### config.mk
export PLATFORM = sky130hd
export DESIGN_NAME = ecc_hamming_acc
export DESIGN_NICKNAME = d
export VERILOG_FILES = /design/src/rtl/ecc_acc_pkg.sv /design/src/rtl/ecc_byte_par.sv /design/src/rtl/ecc_regs.sv /design/src/rtl/ecc_accum.sv /design/src/rtl/ecc_hamming_acc.sv
export SDC_FILE = /design/constraint.sdc
export NUM_CORES = 1
export LEC_CHECK = 0
export ABC_AREA = 1
export BUFFER_PORTS_ARGS = -buffer_cell sky130_fd_sc_hd__buf_2
export CORE_UTILIZATION = 51
export DETAILED_ROUTE_END_ITERATION = 12
export MAX_ROUTING_LAYER = met4
export PLACE_DENSITY_LB_ADDON = 0.08
export SYNTH_ARGS = -nofsm -noshare
export SYNTH_HDL_FRONTEND = slang
export SYNTH_SLANG_ARGS = --single-unit
### constraint.sdc
create_clock -name clk -period 1.5 [get_ports clk]
set_input_delay 0.075 -clock clk [delete_from_list [all_inputs] [get_ports clk]]
set_output_delay 0.075 -clock clk [all_outputs]
set_load 0.03 [all_outputs]
### src/rtl/ecc_acc_pkg.sv
package ecc_acc_pkg;
    localparam int CS_W     = 3;
    localparam int SIZE_W   = 10;
    localparam int ROW_BITS = 9;
    localparam int COL_BITS = 3;
    localparam int TERMS    = COL_BITS + ROW_BITS;
    localparam int CNT_W    = SIZE_W + 2;

    typedef enum logic [1:0] {
        ADDR_CFG    = 2'd0,
        ADDR_CTRL   = 2'd1,
        ADDR_SIZE   = 2'd2,
        ADDR_RESULT = 2'd3
    } reg_addr_e;

    typedef struct packed {
        logic            wide;
        logic [CS_W-1:0] cs;
        logic            en;
    } cfg_t;
endpackage

### src/rtl/ecc_byte_par.sv
module ecc_byte_par
    import ecc_acc_pkg::*;
(
    input  logic [7:0]          byte_i,
    output logic [COL_BITS-1:0] even_o,
    output logic [COL_BITS-1:0] odd_o,
    output logic                total_o
);
    genvar k;
    generate
        for (k = 0; k < COL_BITS; k++) begin : g_col
            logic [7:0] sel_mask;
            always_comb begin
                for (int b = 0; b < 8; b++) begin
                    sel_mask[b] = ((b >> k) & 1) == 1;
                end
            end
            assign odd_o[k]  = ^(byte_i & sel_mask);
            assign even_o[k] = ^(byte_i & ~sel_mask);
        end
    endgenerate

    assign total_o = ^byte_i;
endmodule

### src/rtl/ecc_regs.sv
module ecc_regs
    import ecc_acc_pkg::*;
(
    input  logic              clk,
    input  logic              rst_n,
    input  logic              wr_i,
    input  logic [1:0]        addr_i,
    input  logic [31:0]       wdata_i,
    output cfg_t              cfg_o,
    output logic              ptr_o,
    output logic [SIZE_W-1:0] size_o,
    output logic [3:0]        nib_o,
    output logic              clear_o
);
    typedef struct packed {
        cfg_t              cfg;
        logic              ptr;
        logic [SIZE_W-1:0] size;
        logic [3:0]        nib;
    } regs_t;

    regs_t st_d, st_q;
    logic  unused_wbits;

    assign unused_wbits = ^{wdata_i[21:8], wdata_i[6:4]};

    always_comb begin
        st_d    = st_q;
        clear_o = 1'b0;
        if (wr_i) begin
            unique case (reg_addr_e'(addr_i))
                ADDR_CFG: begin
                    st_d.cfg.en   = wdata_i[0];
                    st_d.cfg.cs   = wdata_i[CS_W:1];
                    st_d.cfg.wide = wdata_i[7];
                end
                ADDR_CTRL: begin
                    st_d.ptr = wdata_i[0];
                    clear_o  = wdata_i[8];
                end
                ADDR_SIZE: begin
                    st_d.size = wdata_i[31:32-SIZE_W];
                    st_d.nib  = wdata_i[3:0];
                end
                default: ;
            endcase
        end
    end

    always_ff @(posedge clk) begin
        if (!rst_n) st_q <= '0;
        else        st_q <= st_d;
    end

    assign cfg_o  = st_q.cfg;
    assign ptr_o  = st_q.ptr;
    assign size_o = st_q.size;
    assign nib_o  = st_q.nib;
endmodule

### src/rtl/ecc_accum.sv
module ecc_accum
    import ecc_acc_pkg::*;
(
    input  logic              clk,
    input  logic              rst_n,
    input  logic              clear_i,
    input  logic              take_i,
    input  logic              wide_i,
    input  logic [15:0]       data_i,
    input  logic [SIZE_W-1:0] size_i,
    output logic [TERMS-1:0]  even_o,
    output logic [TERMS-1:0]  odd_o,
    output logic              done_o
);
    localparam int LANES = 2;

    typedef struct packed {
        logic [TERMS-1:0] even;
        logic [TERMS-1:0] odd;
        logic [CNT_W-1:0] cnt;
        logic             done;
    } acc_t;

    acc_t st_d, st_q;

    logic [COL_BITS-1:0] col_e [LANES];
    logic [COL_BITS-1:0] col_o [LANES];
    logic                tot   [LANES];
    logic [ROW_BITS-1:0] idx   [LANES];
    logic [CNT_W-1:0]    limit;
    logic [CNT_W-1:0]    cnt_inc;

    genvar l;
    generate
        for (l = 0; l < LANES; l++) begin : g_lane
            ecc_byte_par u_par (
                .byte_i  (data_i[8*l +: 8]),
                .even_o  (col_e[l]),
                .odd_o   (col_o[l]),
                .total_o (tot[l])
            );
        end
    endgenerate

    always_comb begin
        limit = {{(CNT_W-SIZE_W){1'b0}}, size_i} + 1'b1;
        if (!wide_i) limit = limit << 1;
        cnt_inc = st_q.cnt + 1'b1;
        idx[0]  = wide_i ? {st_q.cnt[ROW_BITS-2:0], 1'b0} : st_q.cnt[ROW_BITS-1:0];
        idx[1]  = {idx[0][ROW_BITS-1:1], 1'b1};

        st_d = st_q;
        if (clear_i) begin
            st_d = '0;
        end else if (take_i && !st_q.done) begin
            for (int ln = 0; ln < LANES; ln++) begin
                if (ln == 0 || wide_i) begin
                    st_d.even[COL_BITS-1:0] = st_d.even[COL_BITS-1:0] ^ col_e[ln];
                    st_d.odd[COL_BITS-1:0]  = st_d.odd[COL_BITS-1:0]  ^ col_o[ln];
                    for (int r = 0; r < ROW_BITS; r++) begin
                        if (idx[ln][r]) st_d.odd[COL_BITS+r]  = st_d.odd[COL_BITS+r]  ^ tot[ln];
                        else            st_d.even[COL_BITS+r] = st_d.even[COL_BITS+r] ^ tot[ln];
                    end
                end
            end
            st_d.cnt = cnt_inc;
            if (cnt_inc == limit) st_d.done = 1'b1;
        end
    end

    always_ff @(posedge clk) begin
        if (!rst_n) st_q <= '0;
        else        st_q <= st_d;
    end

    assign even_o = st_q.even;
    assign odd_o  = st_q.odd;
    assign done_o = st_q.done;
endmodule

### src/rtl/ecc_hamming_acc.sv
module ecc_hamming_acc
    import ecc_acc_pkg::*;
(
    input  logic            clk,
    input  logic            rst_n,
    input  logic            reg_wr,
    input  logic [1:0]      reg_addr,
    input  logic [31:0]     reg_wdata,
    output logic [31:0]     reg_rdata,
    input  logic            beat_valid,
    input  logic [15:0]     beat_data,
    input  logic [CS_W-1:0] beat_cs,
    output logic            ecc_done
);
    cfg_t              cfg;
    logic              ptr;
    logic [SIZE_W-1:0] size;
    logic [3:0]        nib;
    logic              clear;
    logic              take;
    logic [TERMS-1:0]  par_even;
    logic [TERMS-1:0]  par_odd;
    logic [31:0]       result;

    ecc_regs u_regs (
        .clk     (clk),
        .rst_n   (rst_n),
        .wr_i    (reg_wr),
        .addr_i  (reg_addr),
        .wdata_i (reg_wdata),
        .cfg_o   (cfg),
        .ptr_o   (ptr),
        .size_o  (size),
        .nib_o   (nib),
        .clear_o (clear)
    );

    assign take = beat_valid && cfg.en && (beat_cs == cfg.cs);

    ecc_accum u_acc (
        .clk     (clk),
        .rst_n   (rst_n),
        .clear_i (clear),
        .take_i  (take),
        .wide_i  (cfg.wide),
        .data_i  (beat_data),
        .size_i  (size),
        .even_o  (par_even),
        .odd_o   (par_odd),
        .done_o  (ecc_done)
    );

    always_comb begin
        result        = '0;
        result[7:0]   = par_even[7:0];
        result[11:8]  = par_even[TERMS-1:8];
        result[23:16] = par_odd[7:0];
        result[27:24] = par_odd[TERMS-1:8];
    end

    always_comb begin
        reg_rdata = '0;
        unique case (reg_addr_e'(reg_addr))
            ADDR_CFG: begin
                reg_rdata[0]      = cfg.en;
                reg_rdata[CS_W:1] = cfg.cs;
                reg_rdata[7]      = cfg.wide;
            end
            ADDR_CTRL:   reg_rdata[0] = ptr;
            ADDR_SIZE: begin
                reg_rdata[31:32-SIZE_W] = size;
                reg_rdata[3:0]          = nib;
            end
            default:     reg_rdata = result;
        endcase
    end
endmodule

==> impl_metrics.toml <==
[sta]
setup_viol = 3
slew_violations = 0
post-route-min-period_ns = 1.66
hold_viol_final = 1
max_freq_mhz = 603
maxSlewHeadroom_pct = 47.5
fin_skew_ns = 0.00597
holdWs_ns = -0.00115
rsz0062_at_grt = "true"
finalWorstSetupSlack_ns = -0.158
layout_worst_path_cycle_share_pct = 111
fin_tns_setup_ns = -0.183
worst_slew_pin_slew_ns = 0.787

[cells_and_area]
instances_no_fill = 1007
drive_above_1_share_pct = 30.3
nFillCells = 686
fin_nets = 956
fin_util_pct = 73.0
area.growth.synth_to_final_pct = 36.7
n_antenna_cell = 0

[pwr]
p_int_uw = 2560
pwr-share-clk_pct = 32.4
switching_share_pct = 35.1
combPwrFrac_pct = 27.6
p_per_area_nw_per_um2 = 652
p_leak_uw = 0.00283
power.switching_uw = 1380
peakVddDrop_mv = 0.531
pwr-share-seq_pct = 40.0

[synthesis]
synth-compound-area-share_pct = 16.1
ys_seq_elements = 57
yosys.area_share.simple_pct = 36.2
synth_fa_ha_area_share_pct = 0.565
post_synth_xor_area_fraction_pct = 7.88
avgSynthCellArea_um2 = 5.91
yosysSeqAreaShare_pct = 25.8
synth_top_family_by_area = "simple AND/OR/NAND/NOR gates"
synth_cells = 750
synthMuxAreaShare_pct = 0
synth_cell_types = 32
ys_warn_count = 0
syn-cell-area_um2 = 4430

[place]
place_hpwl_um = 9460
io_buffers = 69
placedCellCount = 970
gp_congestion = 0.954

[hold_path]
hold_path_class = "in -> reg"
hp-start = "reg_wdata[28]"

[worst_setup_path]
end_kind = "flop"
cp.depth = 10
startpoint_type = "flop"
rr_endpoint = "u_acc.done_o$_SDFFE_PP0P_"
ff2ff_path_depth = 10
cp.required_ns = 1.78
cp_slowest_cell = "dfxtp_2"
cp_top_family = "simple AND/OR/NAND/NOR gates"
startpoint = "u_acc.st_q[1]$_SDFFE_PP0P_"
crit_type = "reg -> reg"
crit_path_end = "u_acc.done_o$_SDFFE_PP0P_"
cp_max_fo = 3
crit_chain = "ha_1, nand2_2, o21ai_0, nand2_2, a21boi_0, nor2_1, nand3_1, nor2_1, nand3_1, a21oi_1"
crit_arrival_ns = 1.94
r2r_start = "u_acc.st_q[1]$_SDFFE_PP0P_"
rrSetupSlack_ns = -0.16
max_stage_delay_ns = 0.35
critical_path_buf_inv_count = 0

[floorplan]
die_h_um = 95.2
ios = 90
die_area_um2 = 9060
start_util_pct = 53.4
rows = 33
die_x_um = 95.2
core_area_um2 = 8300

[cts]
htree_levels = 3
cts_num_sinks = 57
tritoncts = "yes"
clock_latency_ns = 0.35
clockBufferDepth = 2
clk_pin_slew_ns = 0.07
root_buffer = "clkbuf_8"
cts-buffers-inserted = 9

[route]
wirelength_um = 13600
final_antenna_net_count = 0
via_per_inst = 5.35
via_count = 5388
wl_per_cell_um = 13.5
dr.pass1.iters = 7
drc_errors = 0
first_iter_violations = 342

[global_routing]
antenna_found_initial = 0
grt_max_degree = 28
grt_pass1_vias = 4630
grt-ovfl-total = 0
grt.total_usage_pct = 29.4
grt_pass1_wl_um = 20300

[flow_run]
maxCapViolCount = 0

[status]
violations = "negative hold slack, negative setup slack"
outcome = "complete, but fails checks"
==> layout by cell type, fill, tap and decap left out, types with 14 or more instances in the layout <==
cell	count
buf_4	74
o21ai_0	39
inv_2	14
nand3_2	18
xor2_1	16
nand3_1	73
o21ai_2	16
nor2_1	60
dfxtp_1	44
buf_2	68
nand2_1	179
a21oi_1	52
inv_1	102
xnor2_1	21
==> how the worst min path moves through the flow <==
stage                                               end  slack [ns]  cells after the start
after floorplan            u_regs.cfg_o[1]$_SDFFE_PN0P_        0.21                      2
after global placement    u_regs.size_o[3]$_SDFFE_PN0P_        0.35                      3
after detailed placement  u_regs.size_o[7]$_SDFFE_PN0P_        0.36                      3
after CTS                 u_regs.size_o[6]$_SDFFE_PN0P_       0.004                      3
after global routing       u_regs.nib_o[2]$_SDFFE_PN0P_       0.008                      3
final                     u_regs.size_o[6]$_SDFFE_PN0P_      -0.001                      3
==> state kept, by name (all words and copies together), names as in the netlist <==
name           count
u_acc.done_o       1
u_regs.nib_o       4
u_acc.even_o      12
u_regs.ptr_o       1
u_acc.st_q        12
u_acc.odd_o       12
u_regs.cfg_o       5
u_regs.size_o     10
==> layer usage <==
metal,GRT usage [%],wire (um),up-vias,share of wire (%)
li1,-,-,2674,-
met1,34.6,5860,2453,43
met2,49.7,6680,221,49
met3,5.90,770,40,5.7
met4,10.1,295,0,2.2
met5,-,0,-,0
==> what timing repair did <==
| action | CTS | global route |
|---|---|---|
| endpoints found under the setup margin | 17 | 34 |
| cloned | 0 | 3 |
| hold buffers | 4 | 0 |
| endpoints found under the hold margin | 4 | 0 |
| pin swaps | 7 | 25 |
| gates resized for setup | 36 | 86 |
| setup buffers | 0 | 14 |
==> stage by stage <==
step | power [uW] | area (um2) | worst slack, ns
finish | 3950 | 6050 | -0.158
global placement | 2530 | 5330 | -0.0823
floorplan | 2230 | 4440 | -0.0129
global route | 4120 | 6050 | -0.271
detailed placement | 2560 | 5330 | -0.162
CTS | 3820 | 5630 | -0.0504
==> cells in the mapped netlist, drive strengths merged <==
cell	n	area (um2)
nand2	193	737
inv	117	442
nand3	92	516
nor2	74	283
o21ai	64	320
dfxtp	57	1140
a21oi	54	270
xnor2	21	184
xor2	18	165
buf	14	95.1
clkbuf	14	52.6
o22ai	7	43.8
nand4	5	31.3
nand3b	4	30.0
o221ai	4	35.0
o211ai	3	22.5
a31oi	2	12.5
clkinv	2	7.51
ha	2	25.0
a21boi	1	7.51
conb	1	3.75
nor3	1	5.00
==> layout make-up <==
class                   instances  area, um2  share of cell area [%]
well taps                     105        131                    2.17
repair buffers                161       1160                    19.2
inverters                     119        452                    7.46
clock buffers                  10        128                    2.11
flip-flops and latches         57       1160                    19.2
multi-input cells             549       2990                    49.3
clock inverters                 6       35.0                   0.579
==> logic make-up after synthesis <==
group / Yosys count
XOR/XNOR: 39
adder cells (fa/ha/maj): 2
other: 1
flip-flops: 57
AO/OA/AOI/OAI: 135
AND/OR/NAND/NOR: 369
buffers and inverters: 147
==> worst register-to-register path: stages (launching register included) <==
cell	delay (ns)
dfxtp_2	0.35
ha_1	0.20
nand2_2	0.08
o21ai_0	0.22
nand2_2	0.10
a21boi_0	0.14
nor2_1	0.10
nand3_1	0.07
nor2_1	0.11
nand3_1	0.09
a21oi_1	0.12
==> power groups by stage <==
| stage | logic [uW] | clock network, uW | registers, uW |
|---|---|---|---|
| 6_report | 1090 | 1280 | 1580 |
| 5_1_grt | 1200 | 1340 | 1580 |
| 4_1_cts | 977 | 1270 | 1570 |
| 3_5_place_dp | 957 | 0 | 1600 |
| 3_3_place_gp | 930 | 0 | 1600 |
| 2_1_floorplan | 631 | 0 | 1600 |
(Power assumes the default switching activity.)
